File: config.mk
export PLATFORM = sky130hd
export DESIGN_NAME = seg_addr_gen
export DESIGN_NICKNAME = d
export VERILOG_FILES = /design/src/rtl/seg_addr_gen.sv
export SDC_FILE = /design/constraint.sdc
export NUM_CORES = 1
export LEC_CHECK = 0
export CAP_MARGIN = 15
export CORE_ASPECT_RATIO = 0.8
export CORE_UTILIZATION = 25
export CTS_BUF_LIST = sky130_fd_sc_hd__clkbuf_8 sky130_fd_sc_hd__clkbuf_16
export DETAILED_ROUTE_END_ITERATION = 16
export DONT_BUFFER_PORTS = 1
export PLACE_DENSITY = 0.47
export SETUP_SLACK_MARGIN = 0.2
export SYNTH_ARGS = -nofsm -noshare
export SYNTH_HDL_FRONTEND = slang
export SYNTH_SLANG_ARGS = --single-unit
File: constraint.sdc
create_clock -name clk -period 4.2 [get_ports clk]
set_clock_uncertainty 0.15 [all_clocks]
set_input_delay 0.84 -clock clk [delete_from_list [all_inputs] [get_ports clk]]
set_output_delay 0.84 -clock clk [all_outputs]
set_load 0.05 [all_outputs]
File: src/rtl/seg_addr_gen.sv
module seg_addr_gen #(
  parameter int OFF_W = 16,
  parameter int SEG_W = 8,
  parameter int NPTR  = 7
) (
  input  logic                   clk,
  input  logic                   rst_n,
  input  logic                   wr_en,
  input  logic [1:0]             wr_addr,
  input  logic [SEG_W-1:0]       wr_data,
  input  logic [1:0]             rd_addr,
  output logic [SEG_W-1:0]       rd_data,
  input  logic [2:0]             req_idx,
  input  logic [OFF_W-1:0]       req_off,
  input  logic                   req_stack,
  output logic [SEG_W+OFF_W-1:0] addr,
  output logic                   err
);
  localparam logic [1:0] A_ROUTE = 2'd0, A_PRI = 2'd1, A_ALT = 2'd2;
  localparam int ALT_WE_BIT = SEG_W - 1;

  logic [SEG_W-1:0] route_q, pri_q, alt_q;

  always_ff @(posedge clk or negedge rst_n) begin
    if (!rst_n) begin
      route_q <= '0;
      pri_q   <= '0;
      alt_q   <= '0;
    end else if (wr_en) begin
      case (wr_addr)
        A_ROUTE: route_q <= wr_data;
        A_PRI:   pri_q   <= wr_data;
        A_ALT:   if (route_q[ALT_WE_BIT]) alt_q <= wr_data;
        default: ;
      endcase
    end
  end

  logic bad_idx, use_alt;
  assign bad_idx = !req_stack && (int'(req_idx) >= NPTR);
  assign use_alt = !req_stack && !bad_idx && route_q[req_idx];
  assign err     = bad_idx;
  assign addr    = {use_alt ? alt_q : pri_q, req_off};

  always_comb begin
    case (rd_addr)
      A_ROUTE: rd_data = route_q;
      A_PRI:   rd_data = pri_q;
      A_ALT:   rd_data = alt_q;
      default: rd_data = '0;
    endcase
  end
endmodule


==> results of run 1 <==
-- layout make-up --
| cell class | count | area, µm² |
|---|---|---|
| clock inverters | 1 | 30.0 |
| well taps | 62 | 77.6 |
| fillers | 527 | 3740 |
| flip-flops and latches | 24 | 601 |
| clock buffers | 3 | 41.3 |
| multi-input cells | 67 | 629 |
-- kinds of logic after synthesis --
| logic type | synth area share [%] |
|---|---|
| AO/OA/AOI/OAI | 3.69 |
| buffers and inverters | 9.40 |
| flip-flops | 44.2 |
| multiplexers | 34.8 |
| AND/OR/NAND/NOR | 7.83 |
-- per-stage QoR --
| step | cell area [µm²] | std cells | power, W |
|---|---|---|---|
| floorplan | 1360 | 109 | 0.000613 |
| detailed placement | 1310 | 153 | 0.000609 |
| global route | 1380 | 157 | 0.000846 |
| finish | 1380 | 157 | 0.000802 |
| CTS | 1380 | 157 | 0.000813 |
| global placement | 1310 | 153 | 0.000601 |
-- cell usage in the layout, fill, tap and decap left out --
cell	synthesis	layout
mux2_2	32	32
dfrtp_1	24	24
mux2i_1	9	9
nand2_1	8	8
o21ai_1	0	8
clkbuf_8	0	3
nand3b_1	2	2
nor2b_1	1	1
o211a_1	1	1
mux4_2	1	1
nor2_2	1	1
nor3_4	1	1
and4b_2	1	1
nand4b_1	1	1
nor3b_2	1	1
bufinv_16	0	1
-- how the worst max path moves through the flow --
stage                           from  cells past startpoint  slack, ns    endpoint
after floorplan           rd_addr[0]                      3       0.76  rd_data[0]
after global placement    req_idx[2]                      4       1.00    addr[17]
after detailed placement  req_idx[2]                      4       1.00    addr[17]
after CTS                 req_idx[2]                      4        1.0    addr[17]
after global routing      req_idx[2]                      4       0.96    addr[17]
final                     req_idx[2]                      4       1.02    addr[17]
-- sequential cells by signal, indices dropped and copies added (netlist names) --
signal and flops:
route_q 8, alt_q 8, pri_q 8
-- routing by layer --
layer,vias to the layer above,GRT usage [%]
met5,-,0
met4,0,4.24
met3,8,3.98
met2,39,18.3
met1,379,14.3
li1,346,-
-- Yosys cell counts --
| cell type | instances | area (µm²) |
|---|---|---|
| and4b_2 | 1 | 11.3 |
| buf_4 | 16 | 120 |
| clkbuf_1 | 2 | 7.51 |
| dfrtp_1 | 24 | 601 |
| mux2_2 | 32 | 360 |
| mux2i_1 | 9 | 90.1 |
| mux4_2 | 1 | 22.5 |
| nand2_1 | 8 | 30.0 |
| nand3b_1 | 2 | 15.0 |
| nand4b_1 | 1 | 8.76 |
| nor2_2 | 1 | 6.26 |
| nor2b_1 | 1 | 6.26 |
| nor3_4 | 1 | 16.3 |
| nor3b_2 | 1 | 12.5 |
| o211a_1 | 1 | 10.0 |
| o21ai_0 | 8 | 40.0 |
-- critical path, delay by kind of cell --
family	cells	cell delay, ns
simple gates	1	0.49
mux	2	0.62
compound gates	1	0.23
-- power groups by stage --
stage                     logic (W)  clock network [W]  registers, W
final                      0.000272           0.000200      0.000330
after global routing       0.000286           0.000220      0.000339
after global placement     0.000270                  0      0.000332
after detailed placement   0.000274                  0      0.000334
after CTS                  0.000274           0.000208      0.000330
after floorplan            0.000294                  0      0.000319
==> results.toml, run 1 <==
[sta]
min_period_ns = 3.18
worst_pin_slew_ns = 1.02
slew-limit-headroom_pct = 31.4
setup_violations = 0
layout_setup_ws_ns = 1.02
maxSlewViolCount = 0
hold_viol_final = 0
max_freq_mhz = 314
whs_ns = 0.110
setup_tns_ns = 0
rsz0062_at_grt = "no"
fin_crit_sh_pct = 75.8

[pwr]
p_sw_w = 0.000302
p_clk_share_pct = 25.0
seq_power_share_pct = 41.2
pwr_density_cell_nw_per_um2 = 581
p_leak_nw = 0.563
p_int_w = 0.000500
comb_power_share_pct = 33.9
ir_drop_uv = 213
swShare_pct = 37.7

[cts]
postCtsSetupBuffers = 0
clock-root-buffer = "clkbuf_8"
clk_path_buf_depth = 2
cts_buffers = 3
htree_levels = 1
ctsHoldBuffers = 0
post_cts_resized = 0
cts_tree = "done"
clk_latency_ns = 0.26
clk_pin_slew_ns = 0.08
clkSinkCount = 24

[drt]
top_layer_used = "met4"
drt_iter0_markers = 64
wl_per_cell_um = 19.4
route.met2.wl_um = 1370
wl_um = 3050
vias = 772
drt-met1-wl_um = 1340
dr_wl_met3_um = 299
ant_nets = 0
avgViaCountPerCell = 4.92
drc = 8
dr.pass1.iters = 10

[global_routing]
grt_usage_pct = 11.4
antenna_found_initial = 0
grt_pass1_wl_um = 4710
gr-total-overflow = 0
grt_pass1_vias = 843
grt_max_degree = 25

[final_layout]
nets = 131
antenna_cells = 0
drive_gt1_share_pct = 43.2
syn2layout_area_growth_pct = 1.57
final_util_pct = 26.9

[synthesis]
ys_ff_latch = 24
yosysWarnings = 0
syn_inst = 109
synth.distinct_cells = 16
syn-num-nets = 144
ys_seq_area_share_pct = 44.2
syn-cell-area_um2 = 1360
syn_avg_cell_area_um2 = 12.5

[worst_setup_path]
reg2regPathDepth = 2
cp_data_arrival_time_ns = 2.19
cp-end-kind = "primary output"
r2r_start = "route_q[7]$_DFFE_PN0P_"
max_stage_delay_ns = 0.53
path_max_fanout = 8
critPathLaunchType = "primary input"
crit_path_top_delay_cell = "mux2_2"
critical_path.cell_chain = "mux2i_1 > o211a_1 > nor3_4 > mux2_2"
path_class = "primary input to primary output"
reg2reg_slack_ns = 2.57
required_ns = 3.21
r2r-end = "alt_q[7]$_DFFE_PN0P_"

[placement]
portBuffers = 0
place_ws_ns = 1.00
gp_congestion = 0.672

[outcome]
status = "complete, but fails checks"
failed_checks = "design-rule violations"

[floorplanning]
core_um2 = 5120
start_util_pct = 26.5
num_rows = 23
num_io_pins = 68
dieArea_um2 = 5730
die_y_um = 67.9
die_width_um = 84.4

[job]
max_cap_viol_count = 0

[min_path]
min_path_type = "primary input to asynchronous set/reset pin"
(Power assumes the default switching activity.)
==> run 2, diff against run 1 <==
Settings changed: ABC_AREA set to 1.
Clock period 4.2 ns to 3.3 ns, I/O delays scaled along.
==> results.toml, run 2 <==
[sta]
setup_tns_ns = 0
rsz0062_at_grt = "no"
hold_viol_final = 0
min_period_ns = 2.55
setup_violations = 0
fin_crit_sh_pct = 77.2
slew-limit-headroom_pct = 57.3
worst_pin_slew_ns = 0.639
max_freq_mhz = 393
layout_setup_ws_ns = 0.754
maxSlewViolCount = 0

[cts]
clk_path_buf_depth = 2
clkSinkCount = 24
postCtsSetupBuffers = 0
cts_tree = "done"
cts_buffers = 3
clk_latency_ns = 0.26
clock-root-buffer = "clkbuf_8"
htree_levels = 1
clk_pin_slew_ns = 0.08

[job]
max_cap_viol_count = 0

[synthesis]
syn-cell-area_um2 = 1380
ys_ff_latch = 24
yosysWarnings = 0
yosysMostFrequentCell = "nand2_1"
synth-async-reset-ratio_pct = 100
yosysTopAreaCell = "dfrtp_1"
syn-num-nets = 224
synth_flop_cell = "dfrtp_1"
synthTopCellsByCount = "nand2_1 (74), dfrtp_1 (24), o21ai_1 (24)"
synth_area_leaders = "dfrtp_1 (44%), nand2_1 (20%), o21ai_1 (8.7%)"
synth.distinct_cells = 14
syn_inst = 189
ys_seq_area_share_pct = 43.6
synth-edff-count = 0
synth_top_cell_area_share_pct = 43.6
syn_avg_cell_area_um2 = 7.28

[worst_setup_path]
max_stage_delay_ns = 0.39
cp_data_arrival_time_ns = 1.74
critPathMostFrequentCell = "nand2_1"
critPathLaunchType = "flop"
path_class = "flop to primary output"
cp-end-kind = "primary output"
critical_path.cell_chain = "inv_1 > nand2_1 > nand3_2 > a21oi_4 > nand2_4 > nand2_1 > nand2_1"
crit_path_top_delay_cell = "dfrtp_1"
path_max_fanout = 9
required_ns = 2.49

[placement]
gp_congestion = 0.716
place_ws_ns = 0.800
portBuffers = 0
post-dp-hpwl_um = 2570

[outcome]
status = "complete, but fails checks"
failed_checks = "design-rule violations"

[global_routing]
gr-total-overflow = 0
grt_usage_pct = 13.4
grt_max_degree = 25
antenna_found_initial = 0
grt_pass1_vias = 1045
grt_pass1_wl_um = 5760

[final_layout]
nets = 214
reg.largest.list = "alt_q: 8 flops, pri_q: 8 flops, route_q: 8 flops"
final_common_cell = "nand2_1"
syn2layout_area_growth_pct = 2.91
antenna_cells = 0
drive_gt1_share_pct = 10.1
most-common-layout-cells = "nand2_1 (74), o21ai_1 (24), dfrtp_1 (24)"

[floorplanning]
dieArea_um2 = 5810
die_width_um = 85.0
start_util_pct = 26.7
num_io_pins = 68
die_y_um = 68.4
num_rows = 23
core_um2 = 5150

[drt]
wl_per_cell_um = 14.5
vias = 1076
dr.pass1.iters = 11
wl_um = 3480
ant_nets = 0
drt_iter0_markers = 64
drc = 6
avgViaCountPerCell = 4.48

[pwr]
p_leak_nw = 0.724
pwr_density_cell_nw_per_um2 = 644
ir_drop_uv = 192

[min_path]
min_path_type = "primary input to asynchronous set/reset pin"
run 2: cell count changes after synthesis, moves of 4 or more:
cell     change
nand2_1     +66
o21ai_0      -8
nand2_2      +4
o21ai_1     +24
inv_1       +14
nand3_1     +20
mux2_2      -32
mux2i_1      -9
run 2: worst paths after layout:
check | depth (start not counted) | from | to | slack [ns]
max | 7 | route_q[3]$_DFFE_PN0P_ | addr[23] | 0.75
min | 1 | rst_n | alt_q[3]$_DFFE_PN0P_ | 0.05
max reg2reg | 3 | route_q[7]$_DFFE_PN0P_ | alt_q[5]$_DFFE_PN0P_ | 1.89
min reg2reg | 2 | route_q[2]$_DFFE_PN0P_ | route_q[2]$_DFFE_PN0P_ | 0.37
max in group asynchronous | 1 | rst_n | alt_q[5]$_DFFE_PN0P_ | 2.81
min in group clk | 2 | route_q[2]$_DFFE_PN0P_ | route_q[2]$_DFFE_PN0P_ | 0.37
run 2: stage by stage:
stage          utilization (%)  hold slack, ns  total power (W)  area, µm²  cells
6_report                  27.5          0.0465         0.000912       1420    240
5_1_grt                   27.5          0.0366         0.000976       1420    240
4_1_cts                   27.5          0.0402         0.000926       1420    240
3_5_place_dp              26.0           0.216         0.000716       1340    235
3_3_place_gp              26.0           0.215         0.000720       1340    235
2_1_floorplan                -           0.214         0.000716       1380    189
run 2: cell families (layout without fill, tap and decap cells):
| kind of cell | after synthesis | after routing | share of synthesized area (%) |
|---|---|---|---|
| AND/OR/NAND/NOR | 104 | 104 | 32.0 |
| flip-flops | 24 | 24 | 43.6 |
| buffers and inverters | 36 | 25 | 14.5 |
| AO/OA/AOI/OAI | 25 | 25 | 9.91 |
run 2: layer usage:
metal,global-route usage [%],wire length (µm)
met5,0,0
met4,2.97,29
met3,5.43,296
met2,20.7,1410
met1,17.7,1740
run 2: critical path: cells and delay by family (launching register included):
family                 cells  cell delay [ns]
AO/OA/AOI/OAI              1             0.30
buffers and inverters      1             0.07
flip-flops                 1             0.39
AND/OR/NAND/NOR            5             0.69
run 2: area by class of cell:
class | count | area (µm²)
clock buffers | 4 | 55.1
multi-input cells | 129 | 577
repair buffers | 4 | 42.5
flip-flops and latches | 24 | 601
fillers | 573 | 3730
inverters | 17 | 63.8
well taps | 62 | 77.6
run 2: power breakdown:
group          switching, W  internal (W)  leakage (nW)  total, W
Clock             0.0000893      0.000106        0.0288  0.000196
Sequential        0.0000523      0.000357         0.301  0.000409
Combinational      0.000245     0.0000629         0.394  0.000308
Total              0.000386      0.000526         0.724  0.000912
run 2: timing repair:
item,4_1_cts,5_1_grt
resized for setup,0,0
hold buffers,1,0
hold endpoints to repair,24,0
==> run 3, diff against run 2 <==
Settings changed: PLACE_DENSITY 0.47 to 0.49.
Clock period 3.3 ns to 2.1 ns, I/O delays scaled along.
==> results.toml, run 3 (synthesized netlist as in run 2, its figures left out) <==
[placement]
post-dp-hpwl_um = 2610
gp_congestion = 0.778
place_ws_ns = 0.141
portBuffers = 0

[worst_setup_path]
critPathLaunchType = "flop"
path_class = "flop to primary output"
startpoint = "route_q[2]$_DFFE_PN0P_"
cp-end-kind = "primary output"
r2r_start = "route_q[7]$_DFFE_PN0P_"
reg2regPathDepth = 4
path_max_fanout = 8
reg2reg_slack_ns = 1.03
r2r-end = "alt_q[4]$_DFFE_PN0P_"
cp_data_arrival_time_ns = 1.53
required_ns = 1.53

[sta]
fin_crit_sh_pct = 99.9
maxSlewViolCount = 0
worst_pin_slew_ns = 0.629
setup_tns_ns = 0
layout_setup_ws_ns = 0.00155
rsz0062_at_grt = "yes"
min_period_ns = 2.10
hold_viol_final = 0
max_freq_mhz = 477
slew-limit-headroom_pct = 57.9
setup_violations = 0

[global_routing]
antenna_found_initial = 0
grt_pass1_wl_um = 5840
gr-total-overflow = 0
grt_usage_pct = 13.5
use_met1_pct = 20.3
grt-busiest-layer = "met1"
grt.met3_usage_pct = 3.98
use_met2_pct = 18.8
grt_max_degree = 25
grt_pass1_vias = 1086

[drt]
avgViaCountPerCell = 4.55
ant_nets = 0
drc = 8
wl_um = 3520
dr.pass1.iters = 13
wl_per_cell_um = 13.4
vias = 1191
drt_iter0_markers = 95

[final_layout]
nFillCells = 523
syn2layout_area_growth_pct = 32.5
reg.largest.list = "alt_q: 8 flops, pri_q: 8 flops, route_q: 8 flops"
final_common_cell = "nand2_1"
most-common-layout-cells = "nand2_1 (64), o21ai_1 (24), dfrtp_1 (24)"
final_util_pct = 35.4
multi_input_area_um2 = 623
antenna_cells = 0
drive_gt1_share_pct = 25.0
nets = 236
ff_latch_area_um2 = 601

[cts]
clk_latency_ns = 0.26
clock-root-buffer = "clkbuf_8"
clk_pin_slew_ns = 0.09
cts_buffers = 3
clk_path_buf_depth = 2
htree_levels = 1
clkSinkCount = 24
cts_tree = "done"

[outcome]
failed_checks = "design-rule violations"
status = "complete, but fails checks"

[pwr]
ir_drop_uv = 454
pwr_density_cell_nw_per_um2 = 934
p_leak_nw = 0.890

[floorplanning]
core_um2 = 5150
die_y_um = 68.4
die_width_um = 85.0
dieArea_um2 = 5810
num_io_pins = 68
start_util_pct = 26.7
num_rows = 23

[min_path]
min_from = "wr_data[3]"
hold_depth = 2
hold_end = "pri_q[3]$_DFFE_PN0P_"
min_path_type = "primary input to flop"

[job]
max_cap_viol_count = 0
## run 3: repair_timing
action                                  4_1_cts  5_1_grt
resized for setup                            10        1
pin swaps                                     3        0
gates cloned                                  1        0
endpoints found under the setup margin        8        8
endpoints found under the hold margin        24        0
buffers inserted                              3        0
hold buffers                                  2        0
## run 3: power by group
part	total, W	switching [W]	internal (W)
logic	0.000744	0.000419	0.000325
registers	0.000641	0.0000810	0.000560
clock network	0.000317	0.000149	0.000167
## run 3: stage by stage
| stage | power, W | cells | instance area (µm²) | hold WS [ns] |
|---|---|---|---|---|
| 3_3_place_gp | 0.00135 | 252 | 1670 | -0.0247 |
| 4_1_cts | 0.00172 | 262 | 1820 | 0.177 |
| 6_report | 0.00170 | 262 | 1820 | 0.181 |
| 3_5_place_dp | 0.00135 | 252 | 1670 | -0.0249 |
| 5_1_grt | 0.00180 | 262 | 1820 | 0.178 |
| 2_1_floorplan | 0.00113 | 189 | 1380 | -0.0256 |
## run 3: how the worst max path moves through the flow
stage / endpoint / cells after the start / slack [ns]
after floorplan: addr[16] / 5 / 0.24
after global placement: addr[22] / 8 / 0.17
after detailed placement: addr[22] / 7 / 0.14
after CTS: addr[22] / 8 / -0.02
after global routing: addr[22] / 8 / -0.16
final: addr[21] / 8 / 0.002
## run 3: per-layer routing
| metal | routed length [µm] | vias to the layer above |
|---|---|---|
| met3 | 244 | 2 |
| li1 | - | 608 |
| met5 | 0 | - |
| met2 | 1510 | 48 |
| met1 | 1740 | 533 |
| met4 | 19 | 0 |
## run 3: worst max-delay path, stage by stage (launching register included)
cell	delay (ns)
dfrtp_1	0.36
inv_1	0.06
nand2_2	0.07
nand3_4	0.09
a21oi_4	0.23
nand2_4	0.12
nand2_1	0.09
nand2_2	0.07
buf_12	0.15
## run 3: cell type report
| class | instances | area share, % |
|---|---|---|
| Inverter | 17 | 3.50 |
| Multi-Input combinational cell | 130 | 34.2 |
| Timing Repair Buffer | 25 | 22.1 |
| Sequential cell | 24 | 32.9 |
| Tap cell | 62 | 4.26 |
| Clock buffer | 4 | 3.02 |
